### src/rtl/gpio6_pkg.sv
package gpio6_pkg;
  parameter int unsigned PORT_PINS   = 6;
  parameter int unsigned BUS_BITS    = 8;
  parameter int unsigned ADDR_BITS   = 2;

  typedef enum logic [1:0] {
    SEL_DIR  = 2'd0,
    SEL_OUT  = 2'd1,
    SEL_VIEW = 2'd2,
    SEL_OD   = 2'd3
  } reg_sel_e;

  // Pin view: output pins show their latched value, input pins the pad.
  function automatic logic [PORT_PINS-1:0] pin_view(
    input logic [PORT_PINS-1:0] dir_m,
    input logic [PORT_PINS-1:0] out_m,
    input logic [PORT_PINS-1:0] pad_m
  );
    return (dir_m & out_m) | (~dir_m & pad_m);
  endfunction

  // Drive enable: output direction, not in hardware standby, and an
  // open-drain pin only while it pulls low.
  function automatic logic pin_enable(
    input logic dir_b,
    input logic out_b,
    input logic od_b,
    input logic stby
  );
    return dir_b & ~stby & (~od_b | ~out_b);
  endfunction
endpackage

### src/rtl/gpio6_sync.sv
module gpio6_sync #(
  parameter int unsigned WIDTH  = gpio6_pkg::PORT_PINS,
  parameter int unsigned STAGES = 2
) (
  input  logic             clk,
  input  logic             por_n,
  input  logic [WIDTH-1:0] d_in,
  output logic [WIDTH-1:0] d_sync
);
  logic [WIDTH-1:0] stage_q [STAGES];

  always_ff @(posedge clk or negedge por_n) begin
    if (!por_n) begin
      for (int s = 0; s < STAGES; s++) stage_q[s] <= '0;
    end else begin
      stage_q[0] <= d_in;
      for (int s = 1; s < STAGES; s++) stage_q[s] <= stage_q[s-1];
    end
  end

  assign d_sync = stage_q[STAGES-1];
endmodule

### src/rtl/gpio6_regfile.sv
module gpio6_regfile #(
  parameter int unsigned NPINS  = gpio6_pkg::PORT_PINS,
  parameter int unsigned DATA_W = gpio6_pkg::BUS_BITS,
  parameter int unsigned ADDR_W = gpio6_pkg::ADDR_BITS
) (
  input  logic              clk,
  input  logic              por_n,
  input  logic              clr_all,
  input  logic              wr_fire,
  input  logic [ADDR_W-1:0] addr,
  input  logic [DATA_W-1:0] wr_data,
  output logic [NPINS-1:0]  dir_q,
  output logic [NPINS-1:0]  out_q,
  output logic [NPINS-1:0]  od_q
);
  import gpio6_pkg::*;

  localparam logic [DATA_W-1:0] PIN_MASK = DATA_W'((1 << NPINS) - 1);

  function automatic logic [NPINS-1:0] pin_bits(input logic [DATA_W-1:0] d);
    logic [DATA_W-1:0] m;
    m = d & PIN_MASK;
    return m[NPINS-1:0];
  endfunction

  logic hit_dir, hit_out, hit_od;
  assign hit_dir = wr_fire && (addr == ADDR_W'(SEL_DIR));
  assign hit_out = wr_fire && (addr == ADDR_W'(SEL_OUT));
  assign hit_od  = wr_fire && (addr == ADDR_W'(SEL_OD));

  always_ff @(posedge clk or negedge por_n) begin
    if (!por_n) begin
      dir_q <= '0;
      out_q <= '0;
      od_q  <= '0;
    end else if (clr_all) begin
      dir_q <= '0;
      out_q <= '0;
      od_q  <= '0;
    end else begin
      if (hit_dir) dir_q <= pin_bits(wr_data);
      if (hit_out) out_q <= pin_bits(wr_data);
      if (hit_od)  od_q  <= pin_bits(wr_data);
    end
  end
endmodule

### src/rtl/gpio6_pad_drive.sv
module gpio6_pad_drive #(
  parameter int unsigned NPINS = gpio6_pkg::PORT_PINS
) (
  input  logic             stby,
  input  logic [NPINS-1:0] dir_q,
  input  logic [NPINS-1:0] out_q,
  input  logic [NPINS-1:0] od_q,
  output logic [NPINS-1:0] pad_out,
  output logic [NPINS-1:0] pad_oe
);
  import gpio6_pkg::*;

  for (genvar i = 0; i < NPINS; i++) begin : g_pin
    assign pad_oe[i]  = pin_enable(dir_q[i], out_q[i], od_q[i], stby);
    assign pad_out[i] = out_q[i];
  end
endmodule

### src/rtl/gpio6_port.sv
module gpio6_port #(
  parameter int unsigned NPINS  = gpio6_pkg::PORT_PINS,
  parameter int unsigned DATA_W = gpio6_pkg::BUS_BITS,
  parameter int unsigned ADDR_W = gpio6_pkg::ADDR_BITS
) (
  input  logic              clk,
  input  logic              por_n,
  input  logic              man_rst,
  input  logic              hw_stby,
  input  logic              sw_stby,
  input  logic [ADDR_W-1:0] addr,
  input  logic              wr_en,
  input  logic [DATA_W-1:0] wr_data,
  input  logic              rd_en,
  output logic [DATA_W-1:0] rd_data,
  input  logic [NPINS-1:0]  pad_in,
  output logic [NPINS-1:0]  pad_out,
  output logic [NPINS-1:0]  pad_oe
);
  import gpio6_pkg::*;

  localparam int unsigned RSV_W = DATA_W - NPINS;

  logic [NPINS-1:0] dir_q, out_q, od_q, pad_sync;
  logic             hold_bus;
  logic             wr_fire;
  logic [NPINS-1:0] rd_pins;

  assign hold_bus = man_rst | sw_stby | hw_stby;
  assign wr_fire  = wr_en & ~hold_bus;

  gpio6_sync #(.WIDTH(NPINS), .STAGES(2)) u_sync (
    .clk    (clk),
    .por_n  (por_n),
    .d_in   (pad_in),
    .d_sync (pad_sync)
  );

  gpio6_regfile #(.NPINS(NPINS), .DATA_W(DATA_W), .ADDR_W(ADDR_W)) u_regs (
    .clk     (clk),
    .por_n   (por_n),
    .clr_all (hw_stby),
    .wr_fire (wr_fire),
    .addr    (addr),
    .wr_data (wr_data),
    .dir_q   (dir_q),
    .out_q   (out_q),
    .od_q    (od_q)
  );

  gpio6_pad_drive #(.NPINS(NPINS)) u_drive (
    .stby    (hw_stby),
    .dir_q   (dir_q),
    .out_q   (out_q),
    .od_q    (od_q),
    .pad_out (pad_out),
    .pad_oe  (pad_oe)
  );

  always_comb begin
    rd_pins = '0;
    case (reg_sel_e'(addr))
      SEL_DIR:  rd_pins = '0;
      SEL_OUT:  rd_pins = out_q;
      SEL_VIEW: rd_pins = pin_view(dir_q, out_q, pad_sync);
      SEL_OD:   rd_pins = od_q;
      default:  rd_pins = '0;
    endcase
  end

  assign rd_data = rd_en ? {{RSV_W{1'b0}}, rd_pins} : '0;
endmodule

### config.mk
export PLATFORM = sky130hd
export DESIGN_NAME = gpio6_port
export DESIGN_NICKNAME = d
export VERILOG_FILES = /design/src/rtl/gpio6_pkg.sv /design/src/rtl/gpio6_sync.sv /design/src/rtl/gpio6_regfile.sv /design/src/rtl/gpio6_pad_drive.sv /design/src/rtl/gpio6_port.sv
export SDC_FILE = /design/constraint.sdc
export NUM_CORES = 1
export LEC_CHECK = 0
export ABC_CLOCK_PERIOD_IN_PS = 1600
export BUFFER_PORTS_ARGS = -buffer_cell sky130_fd_sc_hd__buf_2
export CAP_MARGIN = 20
export CORE_AREA = 2 2 79 43
export CTS_CLUSTER_DIAMETER = 200
export DETAILED_ROUTE_END_ITERATION = 10
export DIE_AREA = 0 0 81 45
export GPL_TIMING_DRIVEN = 0
export PLACE_DENSITY = 0.76
export SLEW_MARGIN = 20
export SYNTH_ARGS = -nofsm -noshare
export SYNTH_HDL_FRONTEND = slang
export SYNTH_SLANG_ARGS = --single-unit
### constraint.sdc
create_clock -name clk -period 1.6 [get_ports clk]
set_clock_uncertainty 0.2 [all_clocks]
set_input_delay 0.24 -clock clk [delete_from_list [all_inputs] [get_ports clk]]
set_output_delay 0.24 -clock clk [all_outputs]
set_load 0.05 [all_outputs]
==> impl_table.tex, run 1 <==
\begin{tabular}{lr}
\hline
Metric & Value \\
\hline
\multicolumn{2}{l}{\textbf{Logic synthesis}} \\
Synthesis-stage register bit count & 30 \\
Area contributors post-synth & dfrtp\_1, mux2i\_1, mux2\_2 \\
Async set-or-reset flop fraction in the synthesized netlist & 100\% \\
Leading cell type by number of instances after synthesis & dfrtp\_1 \\
Synthesized area per cell & 12.0 sq um \\
Sequential share of the synthesized area & 53.0\% \\
Summed instance area of the synthesized netlist & 1420 sq um \\
Area share of the largest cell type after synthesis & roughly 53\% \\
Most used DFF post-synth & dfrtp\_1 \\
Synth cell count leaders & dfrtp\_1, nand2b\_1, mux2i\_1 \\
Synthesis warning total & 0 \\
Synth area leader & dfrtp\_1 \\
Number of different library cells in the post-synthesis netlist & 16 \\
Number of synthesized flops with an enable pin & 0 \\
Cell count after synthesis & 118 \\
\multicolumn{2}{l}{\textbf{Global route}} \\
Total gr overflow & 0 \\
Maximum number of pins on one net before global-route repair & 31 \\
Busiest layer in global routing & met2 \\
M1 GR Usage & 29.8\% \\
First-pass GRT wire length & 5.46 mm \\
Global routing met3 resource utilization & 6.00\% \\
Aggregate global-route resource usage & a little over a fifth \\
Initial antenna violation count & 0 \\
Via count of the first global-routing pass & 1072 \\
Global routing usage on met2 & approximately 31\% \\
\multicolumn{2}{l}{\textbf{Placed design}} \\
HPWL after DPL & between 2 and 2.5 mm \\
Count of placed standard cells including taps & $\sim$200 \\
Routability cong. & 0.795 \\
Number of buffers added on ports & 36 \\
\multicolumn{2}{l}{\textbf{Floorplan}} \\
Effective utilization at floorplan & 48.8\% \\
Count of pins on the block boundary & 43 \\
Number of core rows & 14 \\
Die span in x & 81 um \\
Die outline height & around 45 um \\
Area of the core & 2910 sq um \\
Total die area & 3650 sq um \\
\multicolumn{2}{l}{\textbf{Critical path}} \\
Data arrival, critical path & 1430 ps \\
Logic depth of the worst path, buffers included & 4 \\
Library cell contributing the largest single delay on the critical path & dfrtp\_1 \\
Worst-path fanout max & 2 \\
Capture point of the worst reg-to-reg path & u\_regs.dir\_q[3]\$\_DFFE\_PN0P\_ \\
Stage delay of the slowest cell on the critical path & 410 ps \\
Family with the most delay on the worst path & flip-flops \\
Number of cell instances on the worst register-to-register path & 3 \\
Data required time of the critical path & 1160 ps \\
Worst Setup Start Kind & flop \\
Cells along the critical path & mux2\_4 -> a22oi\_2 -> nor2b\_4 -> buf\_6 \\
Critical register-to-register path startpoint & u\_regs.dir\_q[3]\$\_DFFE\_PN0P\_ \\
Register-to-Register Setup Slack & 570 ps \\
Crit. End Element & primary output \\
Worst setup path class & reg -> out \\
Count of buffer and inverter cells on the critical path & 1 \\
\multicolumn{2}{l}{\textbf{Detailed routing}} \\
Residual DRC & 0 \\
Number of DRC violations after detailed-routing iteration 0 & 37 \\
WL final & 3.41 mm \\
Total number of vias & 1094 \\
Routed wirelength normalized by instance count & 15.9 um \\
DR pass1 iterations & 4 \\
Number of nets with antenna violations after routing & 0 \\
DR vias/cell & between 5 and 6 \\
\multicolumn{2}{l}{\textbf{Pwr}} \\
Largest vdd supply drop & 0.452 mV \\
Cell leakage power & 1.12 nW \\
Power density over cell area & 828 nW/um\^{}2 \\
Internal power component & 1.34 mW \\
Total net switching power & 0.425 mW \\
Portion of total power attributed to the clock network & 43.0\% \\
Switching share of power & 24.1\% \\
Seq pwr share & 44.9\% \\
Total design power & 1.76 mW \\
Fraction of power consumed by combinational cells & approximately 12\% \\
\multicolumn{2}{l}{\textbf{Timing}} \\
Post-route fraction of the period consumed by the critical path & 117\% \\
Final Hold Fails & 0 \\
Clock period minus worst slack & 1870 ps \\
Final setup violation count & 9 \\
Relative slew slack & a little under three fifths \\
Worst hold slack & 25.9 ps \\
Aggregate negative setup slack & -1490 ps \\
F\_max & 536 MHz \\
Slew Limit Fails & 0 \\
Setup repair after global routing missed its margin & true \\
Measured slew at the worst slew-check pin & 659 ps \\
Final worst-path setup slack & -265 ps \\
\multicolumn{2}{l}{\textbf{Run status}} \\
Result of the run & finished with violations \\
Failing checks & setup timing \\
\multicolumn{2}{l}{\textbf{Clocking}} \\
Number of buffers created by CTS & 5 \\
CTS H-tree depth & 2 \\
TritonCTS Sinks & 30 \\
Clock latency reported for the late side of the worst-skew pair & just under 300 ps \\
Clock Tree Root & clkbuf\_8 \\
Clock transition at path regs & 70 ps \\
Clock tree from TritonCTS & done \\
Clock Path Buffers & 2 \\
\multicolumn{2}{l}{\textbf{Layout}} \\
Final core occ & 73.2\% \\
Count of non-filler cells in the finished layout & 215 \\
Number of diodes & 0 \\
Relative area change from synthesis to final layout & 50.1\% \\
Ratio of cells with drive above 1 in the final layout & 53.7\% \\
Post-layout net count & 197 \\
\multicolumn{2}{l}{\textbf{Hold path}} \\
Class of the most critical hold timing path & in -> reg \\
Number of cells traversed by the worst hold path & 3 \\
Hold\_sp & wr\_data[1] \\
Hold path endpoint & u\_regs.out\_q[1]\$\_DFFE\_PN0P\_ \\
\multicolumn{2}{l}{\textbf{Job}} \\
Max\_cap viols & 0 \\
\hline
\end{tabular}
-- layout make-up --
class	instances	area (sq um)
buffer	7	63.8
clock buffer	5	68.8
clock inverter	3	40.0
fill	200	779
inverter	6	22.5
multi-input combinational	75	744
sequential	30	757
tap	40	50.0
timing repair buffer	49	382
-- flip-flops by register name, indices dropped and copies added (netlist names) --
register	cells
u_regs.dir_q	6
u_regs.od_q	6
u_regs.out_q	6
u_sync.d_sync	6
u_sync.stage_q	6
-- power groups by stage --
stage          combinational [mW]  sequential [mW]  clock, mW
3_3_place_gp                0.175            0.802          0
4_1_cts                     0.211            0.790      0.759
6_report                    0.214            0.791      0.758
5_1_grt                     0.229            0.792      0.808
3_5_place_dp                0.177            0.804          0
2_1_floorplan               0.110            0.807          0
-- worst max-delay path by stage --
stage	startpoint	endpoint	slack [ps]
finish	u_regs.dir_q[3]$_DFFE_PN0P_	rd_data[3]	-270
global placement	addr[0]	rd_data[4]	-300
floorplan	u_regs.out_q[5]$_DFFE_PN0P_	rd_data[5]	-270
detailed placement	addr[0]	rd_data[4]	-310
CTS	u_regs.dir_q[4]$_DFFE_PN0P_	rd_data[4]	-260
global route	u_regs.dir_q[3]$_DFFE_PN0P_	rd_data[3]	-330
-- metrics by stage --
stage | area, sq um | setup slack (ps)
global placement | 1750 | -302
floorplan | 1520 | -275
detailed placement | 1750 | -307
CTS | 2080 | -261
global route | 2130 | -331
finish | 2130 | -265
-- cell families (layout without fill, tap and decap cells) --
kind of cell           Yosys count  after routing  synth area share, %
muxes                           30             30                 22.2
other                            1              2                0.265
buffers and inverters           14             70                 5.29
DFF                             30             30                 53.0
and+or+nand+nor                 31             31                 13.9
AOI/OAI and AO/OA               12             12                 5.30
-- tightest hold or removal path, cell delays in order --
cell,delay [ps]
buf_2,90
inv_1,70
mux2i_1,70
-- metal layers --
metal,wire (um),vias to the layer above
met4,95,0
li1,-,513
met5,0,-
met2,1540,48
met3,188,15
met1,1590,518
-- placed cells by master (no fill, tap or decap), drive strengths merged --
| master | n |
|---|---|
| buf | 44 |
| dfrtp | 30 |
| nand2b | 19 |
| mux2i | 18 |
| mux2 | 12 |
| clkbuf | 10 |
| nor2b | 8 |
| dlygate4sd3 | 7 |
| a22oi | 6 |
| inv | 6 |
| a21oi | 6 |
| conb | 2 |
| clkinv | 2 |
| or4b | 1 |
| or3 | 1 |
| nor3b | 1 |
| nand3 | 1 |
| bufinv | 1 |
-- repair_timing --
| item | in CTS | in global routing |
|---|---|---|
| gates resized for setup | 30 | 12 |
| endpoints found under the setup margin | 8 | 13 |
| hold endpoints to repair | 36 | 0 |
| hold buffers | 7 | 0 |
| buffers inserted | 6 | 1 |
| pin swaps | 8 | 4 |
No activity file was read; power rests on OpenSTA's default activity.
==> run 2: changes to the inputs <==
--- a/config.mk
+++ b/config.mk
@@ -13,7 +13,7 @@
 export DETAILED_ROUTE_END_ITERATION = 10
 export DIE_AREA = 0 0 81 45
 export GPL_TIMING_DRIVEN = 0
-export PLACE_DENSITY = 0.76
+export PLACE_DENSITY = 0.78
 export SLEW_MARGIN = 20
 export SYNTH_ARGS = -nofsm -noshare
 export SYNTH_HDL_FRONTEND = slang
==> run 2 against run 1 <==
Net effect: the run still ends with setup timing left; total power fell by 7.8%; core utilization is 0.52 points higher; combinational power barely moved; clock power decreased by 18%; largest cell class unchanged.
==> impl_table.tex, run 2 (same netlist as run 1, synthesis figures left out) <==
\begin{tabular}{lr}
\hline
Metric & Value \\
\hline
\multicolumn{2}{l}{\textbf{Layout}} \\
Number of diodes & 0 (unchanged) \\
Post-layout net count & 201 (+2.0\%) \\
Commonest non-fill, non-tap cell in the layout & dfrtp\_1 \\
Most used cells in the layout excluding fill and tap cells & dfrtp\_1, buf\_2, mux2i\_1 \\
Ratio of cells with drive above 1 in the final layout & 54.2\% (+0.48 points) \\
Relative area change from synthesis to final layout & 51.2\% \\
Final core occ & 73.7\% (+0.52 points) \\
\multicolumn{2}{l}{\textbf{Timing}} \\
Post-route fraction of the period consumed by the critical path & 115\% (-1.2 points) \\
Final Hold Fails & 0 (unchanged) \\
Final worst-path setup slack & -246 ps (+19.0 ps) \\
Final setup violation count & 7 (-2) \\
Measured slew at the worst slew-check pin & 677 ps (+18.0 ps) \\
Relative slew slack & 54.8\% (-1.2 points) \\
Setup repair after global routing missed its margin & true \\
Slew Limit Fails & 0 (unchanged) \\
F\_max & 542 MHz (+1.0\%) \\
Clock period minus worst slack & 1850 ps (-19.0 ps) \\
\multicolumn{2}{l}{\textbf{Critical path}} \\
Count of buffer and inverter cells on the critical path & 1 (unchanged) \\
Stage delay of the slowest cell on the critical path & 410 ps (about the same) \\
Worst setup path class & reg -> out \\
Critical register-to-register path startpoint & u\_regs.out\_q[5]\$\_DFFE\_PN0P\_ \\
Worst Setup SP & u\_regs.dir\_q[1]\$\_DFFE\_PN0P\_ \\
Crit. End Element & primary output \\
Family with the most delay on the worst path & flip-flops \\
Data required time of the critical path & 1160 ps (about the same) \\
Data arrival, critical path & 1410 ps (-20 ps) \\
Worst Setup Start Kind & flop \\
Cells along the critical path & mux2\_4 -> a22oi\_2 -> nor2b\_4 -> buf\_6 \\
Worst-path fanout max & 2 (unchanged) \\
Library cell contributing the largest single delay on the critical path & dfrtp\_1 \\
\multicolumn{2}{l}{\textbf{Floorplan}} \\
Total die area & 3650 sq um (unchanged) \\
Effective utilization at floorplan & 48.8\% (unchanged) \\
Count of pins on the block boundary & 43 (unchanged) \\
Area of the core & 2910 sq um (unchanged) \\
Number of core rows & 14 (unchanged) \\
Die outline height & 45 um (unchanged) \\
Die span in x & 81 um (unchanged) \\
\multicolumn{2}{l}{\textbf{Clocking}} \\
Clock transition at path regs & 60 ps (about the same) \\
Clock tree from TritonCTS & done \\
Clock Path Buffers & 2 (unchanged) \\
TritonCTS Sinks & 30 (unchanged) \\
Number of buffers created by CTS & 5 (unchanged) \\
Clock latency reported for the late side of the worst-skew pair & 280 ps (about the same) \\
Clock Tree Root & clkbuf\_8 \\
CTS H-tree depth & 2 (unchanged) \\
\multicolumn{2}{l}{\textbf{Run status}} \\
Failing checks & setup timing \\
Result of the run & finished with violations \\
\multicolumn{2}{l}{\textbf{Global route}} \\
Via count of the first global-routing pass & 1116 (+4.1\%) \\
Initial antenna violation count & 0 (unchanged) \\
First-pass GRT wire length & 5.42 mm (-0.75\%) \\
Maximum number of pins on one net before global-route repair & 31 (unchanged) \\
Total gr overflow & 0 (unchanged) \\
Aggregate global-route resource usage & 21.2\% (-0.096 points) \\
\multicolumn{2}{l}{\textbf{Pwr}} \\
Power density over cell area & 758 nW/um\^{}2 (-8.5\%) \\
Cell leakage power & 1.14 nW (+1.6\%) \\
Total design power & 1.63 mW (-7.8\%) \\
Largest vdd supply drop & 0.609 mV (+35\%) \\
\multicolumn{2}{l}{\textbf{Detailed routing}} \\
Residual DRC & 0 (unchanged) \\
DR vias/cell & 4.89 (-3.8\%) \\
Routed wirelength normalized by instance count & 15.4 um (-2.9\%) \\
WL final & 3.37 mm (-1.1\%) \\
Number of nets with antenna violations after routing & 0 (unchanged) \\
Total number of vias & 1072 (-2.0\%) \\
Number of DRC violations after detailed-routing iteration 0 & 20 (-46\%) \\
DR pass1 iterations & 4 (unchanged) \\
\multicolumn{2}{l}{\textbf{Job}} \\
Max\_cap viols & 0 (unchanged) \\
\multicolumn{2}{l}{\textbf{Hold path}} \\
Hold\_sp & wr\_data[2] \\
Class of the most critical hold timing path & in -> reg \\
\multicolumn{2}{l}{\textbf{Placed design}} \\
Number of buffers added on ports & 36 (unchanged) \\
HPWL after DPL & 2.05 mm (-1.6\%) \\
Routability cong. & 0.720 (-9.5\%) \\
\hline
\end{tabular}
run 2: cell count changes in the layout (fill, tap and decap cells not counted), moves of 2 or more:
| cell | change |
|---|---|
| buf_6 | +2 |
| nand2b_4 | +2 |
| buf_4 | +4 |
| nand2b_1 | -2 |
run 2: where the power goes:
group	switching, mW	internal [mW]	leakage, nW
Combinational	0.114	0.101	0.708
Clock	0.273	0.346	0.0482
Sequential	0.0111	0.780	0.382
Total	0.398	1.23	1.14
run 2: worst paths after layout:
path / to / slack (ps) / depth (start not counted)
min in group asynchronous: u_sync.stage_q[11]$_DFF_PN0_ / 330 / 2
max reg2reg: u_regs.out_q[5]$_DFFE_PN0P_ / 490 / 4
max in group asynchronous: u_regs.out_q[0]$_DFFE_PN0P_ / 380 / 2
min: u_regs.out_q[2]$_DFFE_PN0P_ / 40 / 3
max: rd_data[1] / -250 / 4
min reg2reg: u_sync.d_sync[2]$_DFF_PN0_ / 150 / 0
run 2: final cells by class:
cell class                 instances  area (sq um)
inverter                           6          22.5
timing repair buffer              53           412
buffer                             7          63.8
fill                             202           764
sequential                        30           757
multi-input combinational         75           747
clock inverter                     1          5.00
clock buffer                       7          86.3
tap                               40          50.0
run 2: worst register-to-register path, cell delays in order (launching register included):
cell and delay (ps):
dfrtp_1 420, buf_4 150, buf_4 120, nand2b_1 60, mux2i_1 60
run 2: metrics by stage:
step	std cells	TNS, ps	hold WS, ps	worst slack (ps)	instance area [sq um]
floorplan	119	-1500	-256	-275	1520
global placement	195	-3810	108	-257	1750
detailed placement	195	-4320	107	-292	1750
CTS	218	-1420	37.6	-270	2070
global route	219	-1840	61.8	-291	2140
finish	219	-1420	42.2	-246	2140
run 2: routing by layer:
metal | GRT usage (%) | up-vias | part of all wire [%]
met5 | 0 | - | 0
met3 | 6.00 | 7 | 4.1
met1 | 26.5 | 525 | 46
met4 | 7.12 | 0 | 1.3
met2 | 36.2 | 24 | 49
li1 | - | 516 | -
run 2: repair_timing:
action | CTS | global route
endpoints found under the setup margin | 8 | 15
pin swaps | 9 | 4
cloned | 0 | 0
buffers inserted | 8 | 4
hold endpoints to repair | 36 | 0
gates resized for setup | 28 | 14
hold buffers | 7 | 0
